**config.mk**
```make
export PLATFORM = sky130hd
export DESIGN_NAME = mppt_cycle_tracker
export DESIGN_NICKNAME = d
export VERILOG_FILES = /design/src/rtl/trk_pkg.sv /design/src/rtl/trk_win_acc.sv /design/src/rtl/trk_seq_div.sv /design/src/rtl/trk_step_ctl.sv /design/src/rtl/mppt_cycle_tracker.sv
export SDC_FILE = /design/constraint.sdc
export NUM_CORES = 1
export LEC_CHECK = 0
export BUFFER_PORTS_ARGS = -buffer_cell sky130_fd_sc_hd__buf_2
export CELL_PAD_IN_SITES_DETAIL_PLACEMENT = 0
export CELL_PAD_IN_SITES_GLOBAL_PLACEMENT = 2
export CORE_UTILIZATION = 30
export DETAILED_ROUTE_END_ITERATION = 7
export GPL_ROUTABILITY_DRIVEN = 0
export PLACE_DENSITY = 0.64
export SLEW_MARGIN = 40
export SYNTH_ARGS = -nofsm -noshare
export SYNTH_HDL_FRONTEND = slang
export SYNTH_SLANG_ARGS = --single-unit
export TNS_END_PERCENT = 10
```
**constraint.sdc**
```tcl
create_clock -name clk -period 5.2 [get_ports clk]
set_input_delay 0.52 -clock clk [delete_from_list [all_inputs] [get_ports clk]]
set_output_delay 0.52 -clock clk [all_outputs]
set_load 0.01 [all_outputs]
```
**src/rtl/trk_pkg.sv**
```systemverilog
package trk_pkg;
   typedef enum logic {
      DIR_DN = 1'b0,
      DIR_UP = 1'b1
   } trk_dir_e;

   localparam int unsigned TRK_CH = 2;   // channel 0 voltage, channel 1 current
endpackage

```
**src/rtl/trk_win_acc.sv**
```systemverilog
module trk_win_acc #(
   parameter int unsigned SMP_W = 12,
   parameter int unsigned CNT_W = 10,
   localparam int unsigned ACC_W = SMP_W + CNT_W
) (
   input  logic                                  clk,
   input  logic                                  rst_n,
   input  logic                                  smp_valid,
   input  logic [trk_pkg::TRK_CH-1:0][SMP_W-1:0] smp,
   input  logic                                  cyc_start,
   output logic [trk_pkg::TRK_CH-1:0][ACC_W-1:0] snap_sum,
   output logic [CNT_W-1:0]                      snap_cnt,
   output logic                                  snap_vld
);
   logic [CNT_W-1:0] cnt_r;
   logic             take;

   // count saturates: further samples in an overlong window are dropped
   assign take = smp_valid && (cnt_r != {CNT_W{1'b1}});

   always_ff @(posedge clk) begin
      if (!rst_n) begin
         cnt_r    <= '0;
         snap_cnt <= '0;
         snap_vld <= 1'b0;
      end else begin
         snap_vld <= cyc_start;
         if (cyc_start) begin
            snap_cnt <= cnt_r;
            cnt_r    <= smp_valid ? CNT_W'(1) : '0;
         end else if (take) begin
            cnt_r <= cnt_r + CNT_W'(1);
         end
      end
   end

   for (genvar ch = 0; ch < trk_pkg::TRK_CH; ch++) begin : g_ch
      logic [ACC_W-1:0] sum_r;
      always_ff @(posedge clk) begin
         if (!rst_n) begin
            sum_r       <= '0;
            snap_sum[ch] <= '0;
         end else if (cyc_start) begin
            snap_sum[ch] <= sum_r;
            sum_r        <= smp_valid ? ACC_W'(smp[ch]) : '0;
         end else if (take) begin
            sum_r <= sum_r + ACC_W'(smp[ch]);
         end
      end

      // a window sum never exceeds count times the largest sample
      sum_bound_chk: assert property (@(posedge clk) disable iff (!rst_n)
         snap_vld |-> (snap_sum[ch] <= ACC_W'(snap_cnt) * ACC_W'({SMP_W{1'b1}})));
   end
endmodule

```
**src/rtl/trk_seq_div.sv**
```systemverilog
module trk_seq_div #(
   parameter int unsigned NUM_W = 22,
   parameter int unsigned DEN_W = 10,
   localparam int unsigned K_W  = $clog2(NUM_W + 1),
   localparam int unsigned T_W  = DEN_W + 1
) (
   input  logic             clk,
   input  logic             rst_n,
   input  logic             start,
   input  logic [NUM_W-1:0] num,
   input  logic [DEN_W-1:0] den,
   output logic             busy,
   output logic             done,
   output logic [NUM_W-1:0] quo
);
   logic [DEN_W-1:0] rem_r, den_r;
   logic [K_W-1:0]   k_r;
   logic [T_W-1:0]   trial;
   logic             ge;

   if (NUM_W < 2) begin : g_bad_num
      $error("trk_seq_div: NUM_W must be at least 2");
   end

   assign trial = {rem_r, quo[NUM_W-1]};
   assign ge    = trial >= {1'b0, den_r};

   always_ff @(posedge clk) begin
      if (!rst_n) begin
         quo   <= '0;
         rem_r <= '0;
         den_r <= '0;
         k_r   <= '0;
         busy  <= 1'b0;
         done  <= 1'b0;
      end else begin
         done <= 1'b0;
         if (!busy && start) begin
            quo   <= num;
            rem_r <= '0;
            den_r <= den;
            k_r   <= K_W'(NUM_W);
            busy  <= 1'b1;
         end else if (busy) begin
            rem_r <= ge ? DEN_W'(trial - {1'b0, den_r}) : trial[DEN_W-1:0];
            quo   <= {quo[NUM_W-2:0], ge};
            k_r   <= k_r - K_W'(1);
            if (k_r == K_W'(1)) begin
               busy <= 1'b0;
               done <= 1'b1;
            end
         end
      end
   end

   // restoring division leaves a remainder below the divisor
   rem_bound_chk: assert property (@(posedge clk) disable iff (!rst_n)
      done |-> (rem_r < den_r));
endmodule

```
**src/rtl/trk_step_ctl.sv**
```systemverilog
module trk_step_ctl #(
   parameter int unsigned IDX_W    = 10,
   parameter int unsigned PWR_W    = 24,
   parameter int unsigned IDX_MIN  = 64,
   parameter int unsigned IDX_MAX  = 900,
   parameter int unsigned IDX_INIT = 300,
   parameter int unsigned IDX_STEP = 4
) (
   input  logic             clk,
   input  logic             rst_n,
   input  logic             dec_en,
   input  logic [PWR_W-1:0] pwr,
   output logic [IDX_W-1:0] pend
);
   import trk_pkg::*;

   localparam logic [IDX_W:0] MIN_X  = (IDX_W+1)'(IDX_MIN);
   localparam logic [IDX_W:0] MAX_X  = (IDX_W+1)'(IDX_MAX);
   localparam logic [IDX_W:0] STEP_X = (IDX_W+1)'(IDX_STEP);
   localparam logic [IDX_W:0] LOW_X  = MIN_X + STEP_X;

   trk_dir_e         dir_r, dir_n;
   logic             hit_r, sat_n;
   logic [PWR_W-1:0] prev_r;
   logic [IDX_W:0]   up_x;
   logic [IDX_W-1:0] cand;

   always_comb begin
      dir_n = dir_r;
      if (hit_r)
         dir_n = (dir_r == DIR_UP) ? DIR_DN : DIR_UP;
      else if (pwr < prev_r)
         dir_n = (dir_r == DIR_UP) ? DIR_DN : DIR_UP;
   end

   assign up_x = {1'b0, pend} + STEP_X;

   always_comb begin
      sat_n = 1'b0;
      if (dir_n == DIR_UP) begin
         if (up_x > MAX_X) begin
            cand  = MAX_X[IDX_W-1:0];
            sat_n = 1'b1;
         end else begin
            cand = up_x[IDX_W-1:0];
         end
      end else begin
         if ({1'b0, pend} < LOW_X) begin
            cand  = MIN_X[IDX_W-1:0];
            sat_n = 1'b1;
         end else begin
            cand = pend - STEP_X[IDX_W-1:0];
         end
      end
   end

   always_ff @(posedge clk) begin
      if (!rst_n) begin
         pend   <= IDX_W'(IDX_INIT);
         dir_r  <= DIR_UP;
         hit_r  <= 1'b0;
         prev_r <= '0;
      end else if (dec_en) begin
         pend   <= cand;
         dir_r  <= dir_n;
         hit_r  <= sat_n;
         prev_r <= pwr;
      end
   end


   idx_range_chk: assert property (@(posedge clk) disable iff (!rst_n)
      (pend >= IDX_W'(IDX_MIN)) && (pend <= IDX_W'(IDX_MAX)));

   step_size_chk: assert property (@(posedge clk) disable iff (!rst_n)
      dec_en |=> (((pend >= $past(pend)) ? (pend - $past(pend)) : ($past(pend) - pend))
                  <= IDX_W'(IDX_STEP)));

   no_dec_hold_chk: assert property (@(posedge clk) disable iff (!rst_n)
      !dec_en |=> $stable(pend));
endmodule

```
**src/rtl/mppt_cycle_tracker.sv**
```systemverilog
module mppt_cycle_tracker #(
   parameter int unsigned SMP_W    = 12,
   parameter int unsigned CNT_W    = 10,
   parameter int unsigned IDX_W    = 10,
   parameter int unsigned IDX_MIN  = 64,
   parameter int unsigned IDX_MAX  = 900,
   parameter int unsigned IDX_INIT = 300,
   parameter int unsigned IDX_STEP = 4
) (
   input  logic             clk,
   input  logic             rst_n,
   input  logic             smp_valid,
   input  logic [SMP_W-1:0] smp_volt,
   input  logic [SMP_W-1:0] smp_curr,
   input  logic             cyc_start,
   output logic [IDX_W-1:0] idx_out,
   output logic             idx_valid
);
   import trk_pkg::*;

   localparam int unsigned ACC_W = SMP_W + CNT_W;
   localparam int unsigned PWR_W = 2 * SMP_W;

   if (IDX_MIN > IDX_INIT || IDX_INIT > IDX_MAX) begin : g_bad_init
      $error("mppt_cycle_tracker: IDX_INIT must lie within the limits");
   end
   if (IDX_STEP == 0 || IDX_STEP > IDX_MAX - IDX_MIN) begin : g_bad_step
      $error("mppt_cycle_tracker: IDX_STEP out of range");
   end
   if (IDX_MAX >= (1 << IDX_W)) begin : g_bad_max
      $error("mppt_cycle_tracker: IDX_MAX does not fit IDX_W");
   end

   logic [TRK_CH-1:0][SMP_W-1:0] smp;
   logic [TRK_CH-1:0][ACC_W-1:0] snap_sum;
   logic [TRK_CH-1:0][ACC_W-1:0] quo;
   logic [TRK_CH-1:0]            div_busy, div_done;
   logic [CNT_W-1:0]             snap_cnt;
   logic                         snap_vld, go, eng_busy;
   logic [PWR_W-1:0]             pwr_r;
   logic                         pwr_vld;
   logic [IDX_W-1:0]             pend;

   assign smp[0] = smp_volt;
   assign smp[1] = smp_curr;

   trk_win_acc #(.SMP_W(SMP_W), .CNT_W(CNT_W)) acc_i (
      .clk(clk), .rst_n(rst_n), .smp_valid(smp_valid), .smp(smp),
      .cyc_start(cyc_start), .snap_sum(snap_sum), .snap_cnt(snap_cnt),
      .snap_vld(snap_vld)
   );

   // a window that closes while the previous one is still in flight is dropped
   assign eng_busy = (|div_busy) | (|div_done) | pwr_vld;
   assign go       = snap_vld && (snap_cnt != '0) && !eng_busy;

   for (genvar ch = 0; ch < TRK_CH; ch++) begin : g_div
      trk_seq_div #(.NUM_W(ACC_W), .DEN_W(CNT_W)) div_i (
         .clk(clk), .rst_n(rst_n), .start(go), .num(snap_sum[ch]),
         .den(snap_cnt), .busy(div_busy[ch]), .done(div_done[ch]),
         .quo(quo[ch])
      );

      // a mean never leaves the sample range
      mean_range_chk: assert property (@(posedge clk) disable iff (!rst_n)
         div_done[ch] |-> (quo[ch][ACC_W-1:SMP_W] == '0));
   end

   always_ff @(posedge clk) begin
      if (!rst_n) begin
         pwr_r   <= '0;
         pwr_vld <= 1'b0;
      end else begin
         pwr_vld <= div_done[0];
         if (div_done[0])
            pwr_r <= PWR_W'(quo[0][SMP_W-1:0]) * PWR_W'(quo[1][SMP_W-1:0]);
      end
   end

   trk_step_ctl #(
      .IDX_W(IDX_W), .PWR_W(PWR_W), .IDX_MIN(IDX_MIN), .IDX_MAX(IDX_MAX),
      .IDX_INIT(IDX_INIT), .IDX_STEP(IDX_STEP)
   ) step_i (
      .clk(clk), .rst_n(rst_n), .dec_en(pwr_vld), .pwr(pwr_r), .pend(pend)
   );

   always_ff @(posedge clk) begin
      if (!rst_n) begin
         idx_out   <= IDX_W'(IDX_INIT);
         idx_valid <= 1'b0;
      end else begin
         idx_valid <= cyc_start;
         if (cyc_start)
            idx_out <= pend;
      end
   end


   idx_boundary_chk: assert property (@(posedge clk) disable iff (!rst_n)
      (idx_out != $past(idx_out)) |-> $past(cyc_start));

   valid_follow_chk: assert property (@(posedge clk) disable iff (!rst_n)
      cyc_start |=> idx_valid);

   valid_cause_chk: assert property (@(posedge clk) disable iff (!rst_n)
      idx_valid |-> $past(cyc_start));

   div_lockstep_chk: assert property (@(posedge clk) disable iff (!rst_n)
      div_done[0] == div_done[1]);
endmodule

```
==> flow_metrics.tcl <==
set metrics [dict create \
    first_global_vias 14378 \
    final.setup_skew_ps 39.8 \
    track_usage_pct 16.0 \
    grt_antenna_before_repair 0 \
    via_per_inst 4.84 \
    min_period_over_period_pct 95.9 \
    wirelength_um 48000 \
    synthAdderAreaFrac_pct 20.8 \
    hold_class "input port to register" \
    worstSetupPathType "register to register" \
    final_nets 2427 \
    relSlewSlack_pct 47.2 \
    max_freq_mhz 201 \
    final_common_cell "dfxtp_1" \
    rows 89 \
    hold_ws_ps 204 \
    finalPower_mw 5.32 \
    clockBufferDepth 3 \
    finalSetupViolCount 0 \
    drtPass1Iterations 5 \
    yosysSeqAreaShare_pct 30.2 \
    crit_fanout 8 \
    mostFrequentLayoutCells "dfxtp_1, nand2_1, inv_1" \
    drtIter0Drc 618 \
    irDropWorstVdd_uv 207 \
    h-tree-depth 2 \
    synth_top_family_by_area "adder cells" \
    areaGrowthSynthToFinish_pct 14.9 \
    die_h_um 248 \
    grt_pass1_wl_um 78700 \
    hold_viol_final 0 \
    ant_nets 0 \
    wl_per_cell_um 16.2 \
    synth_area_um2 18200 \
    period_minus_slack_ps 4980 \
    worst_slew_pin_slew_ps 785 \
    crit_required_ps 5590 \
    r2r_cells 17 \
    synth.distinct_cells 73 \
    status "finished clean" \
    max_stage_delay_ps 550 \
    route.detailed.drc 0 \
    overflow 0 \
    post-route-util_pct 35.1 \
    cts_setup_buffers 0 \
    die_x_um 248 \
    clk_latency_ps 560 \
    maxSlewViolCount 0 \
    postSynthCellCount 2123 \
    rsz0062_at_grt "true" \
    cp_common_cell "fa_1" \
    yosysWarnings 0 \
    synth_xor_area_share_pct 3.23 \
    final_layout_size_suffix_gt1_share_pct 10.7 \
    antenna_cells 0 \
    dp_slack_ps -223 \
    synth_edf_count 0 \
    cap_violations 0 \
    cts_tree "built" \
    ys_ff_latch 274 \
    cts-buffers-inserted 37 \
    syn_avg_cell_area_um2 8.56 \
    clk_pin_slew_ps 60 \
    end_kind "register" \
    grt_max_degree 125 \
    initial_core_util_pct 30.6 \
    synth_ff_type "dfxtp_1" \
    pwr_density_cell_nw_per_um2 255 \
    cts_root_buf "clkbuf_16" \
    die_area_um2 61600 \
    vias 14319 \
    synth_compound_area_share_pct 14.0 \
    port-buffer-count 36 \
    arrival_ps 5370 \
    muxShareOfSynthArea_pct 7.17 \
    synth-simple-area-share_pct 17.3 \
    setup_slack_ps 215 \
    fin_setup_tns_ps 0 \
    core_area_um2 59500 \
    worst_path_max_delay_cell "fa_1" \
    cp-start-kind "register" \
    path_cells "and2_1, fa_1, fa_1, fa_1, fa_1, inv_1, fa_1, inv_1, ha_1, a21o_1, buf_4, a31o_4, a31oi_4, o211ai_1, xor2_1, mux2i_1, nor2_1" \
    hold_path_depth 3 \
    clock_sinks 274 \
    async_flop_share_pct 0 \
    p_leak_nw 8.86 \
    dpl.hpwl_um 35000 \
    ioPinCount 39 \
]
## worst max-delay path: cells and delay by family (launching register included)
kind	cells	cell delay (ps)
adder cells (fa/ha/maj)	6	2940
AO/OA/AOI/OAI	4	740
flip-flops	1	370
buffers and inverters	3	230
AND/OR/NAND/NOR	2	230
XOR/XNOR	1	160
multiplexers	1	140
## power breakdown
part | switching (mW) | internal [mW] | total, mW
combinational | 0.278 | 0.181 | 0.458
sequential | 0.0399 | 2.14 | 2.18
clock | 1.02 | 1.67 | 2.69
## layout make-up
class,count,area (um^2)
repair buffers,110,783
multi-input cells,1522,11500
flip-flops and latches,274,5520
fillers,6249,38600
clock buffers,52,1050
clock inverters,15,243
well taps,773,967
inverters,214,808
## cells in the mapped netlist (5+ instances only)
| cell | instances | share of area [%] |
|---|---|---|
| xnor2_1 | 37 | 1.8 |
| dfxtp_1 | 274 | 30 |
| o211ai_1 | 14 | 0.58 |
| buf_1 | 5 | 0.10 |
| a22oi_1 | 49 | 2.0 |
| inv_1 | 214 | 4.4 |
| a31oi_1 | 8 | 0.28 |
| o31ai_1 | 7 | 0.29 |
| mux2i_1 | 129 | 7.1 |
| fa_1 | 104 | 11 |
| a21o_1 | 8 | 0.33 |
| nor3_1 | 33 | 0.91 |
| nor4b_1 | 5 | 0.24 |
| nor2b_1 | 17 | 0.59 |
| nor2_1 | 194 | 4.0 |
| and3_1 | 13 | 0.45 |
| a211oi_1 | 19 | 0.78 |
| clkbuf_1 | 96 | 2.0 |
| xor2_1 | 30 | 1.4 |
| clkbuf_8 | 6 | 0.45 |
| or2_2 | 12 | 0.41 |
| nand3b_1 | 5 | 0.21 |
| or3_1 | 19 | 0.65 |
| nand2b_1 | 12 | 0.41 |
| a2bb2oi_1 | 5 | 0.24 |
| nand3_1 | 35 | 0.96 |
| o21a_1 | 7 | 0.29 |
| o21ai_0 | 80 | 2.2 |
| ha_1 | 136 | 9.4 |
| o311ai_0 | 7 | 0.34 |
| a21oi_1 | 145 | 4.0 |
| nor4_1 | 6 | 0.21 |
| nand2_1 | 236 | 4.9 |
| nand4_1 | 13 | 0.45 |
| and2_1 | 65 | 2.2 |
## what timing repair did
action | CTS | global route
gates resized for setup | 13 | 35
endpoints found under the setup margin | 9 | 10
hold buffers | 0 | 0
pin swaps | 1 | 3
## layer usage
| metal | wire length [um] | GRT usage (%) |
|---|---|---|
| met5 | 0 | 0 |
| met3 | 1590 | 2.27 |
| met1 | 24000 | 22.2 |
| met2 | 21600 | 26.1 |
| met4 | 773 | 3.53 |
## final timing paths
path	end	slack, ps	from
setup / recovery	pwr_r[17]	220	g_div[0].div_i.quo[2]
hold / removal	acc_i.g_ch[1].sum_r[0]	200	smp_curr[0]
setup reg to reg	pwr_r[17]	220	g_div[0].div_i.quo[2]
hold reg to reg	g_div[1].div_i.den_r[4]	450	g_div[1].div_i.den_r[4]
## state kept, by name, indices dropped and copies added (netlist names), 2 cells and up
register           count
acc_i.cnt_r           10
acc_i.g_ch.sum_r      44
acc_i.snap_cnt        10
acc_i.snap_sum        44
g_div.div_i.busy       2
g_div.div_i.den_r     20
g_div.div_i.done       2
g_div.div_i.k_r       10
g_div.div_i.quo       44
g_div.div_i.rem_r     20
idx_out                8
pwr_r                 24
step_i.pend            8
step_i.prev_r         24
## kinds of logic (layout without fill, tap and decap cells)
kind of cell / Yosys count / count (layout)
AOI/OAI and AO/OA: 404 / 404
xor gates and xnor gates: 67 / 67
adders and majority gates: 240 / 240
buffers and inverters: 328 / 391
DFF: 274 / 274
muxes: 130 / 130
other: 1 / 2
and+or+nand+nor: 679 / 679
## stage by stage
step           cell area, um^2  cells
6_report                 20900   2960
3_3_place_gp             19400   2893
4_1_cts                  20800   2960
2_1_floorplan            18200   2124
5_1_grt                  20900   2960
3_5_place_dp             19400   2893
No activity file was read; power rests on OpenSTA's default activity.
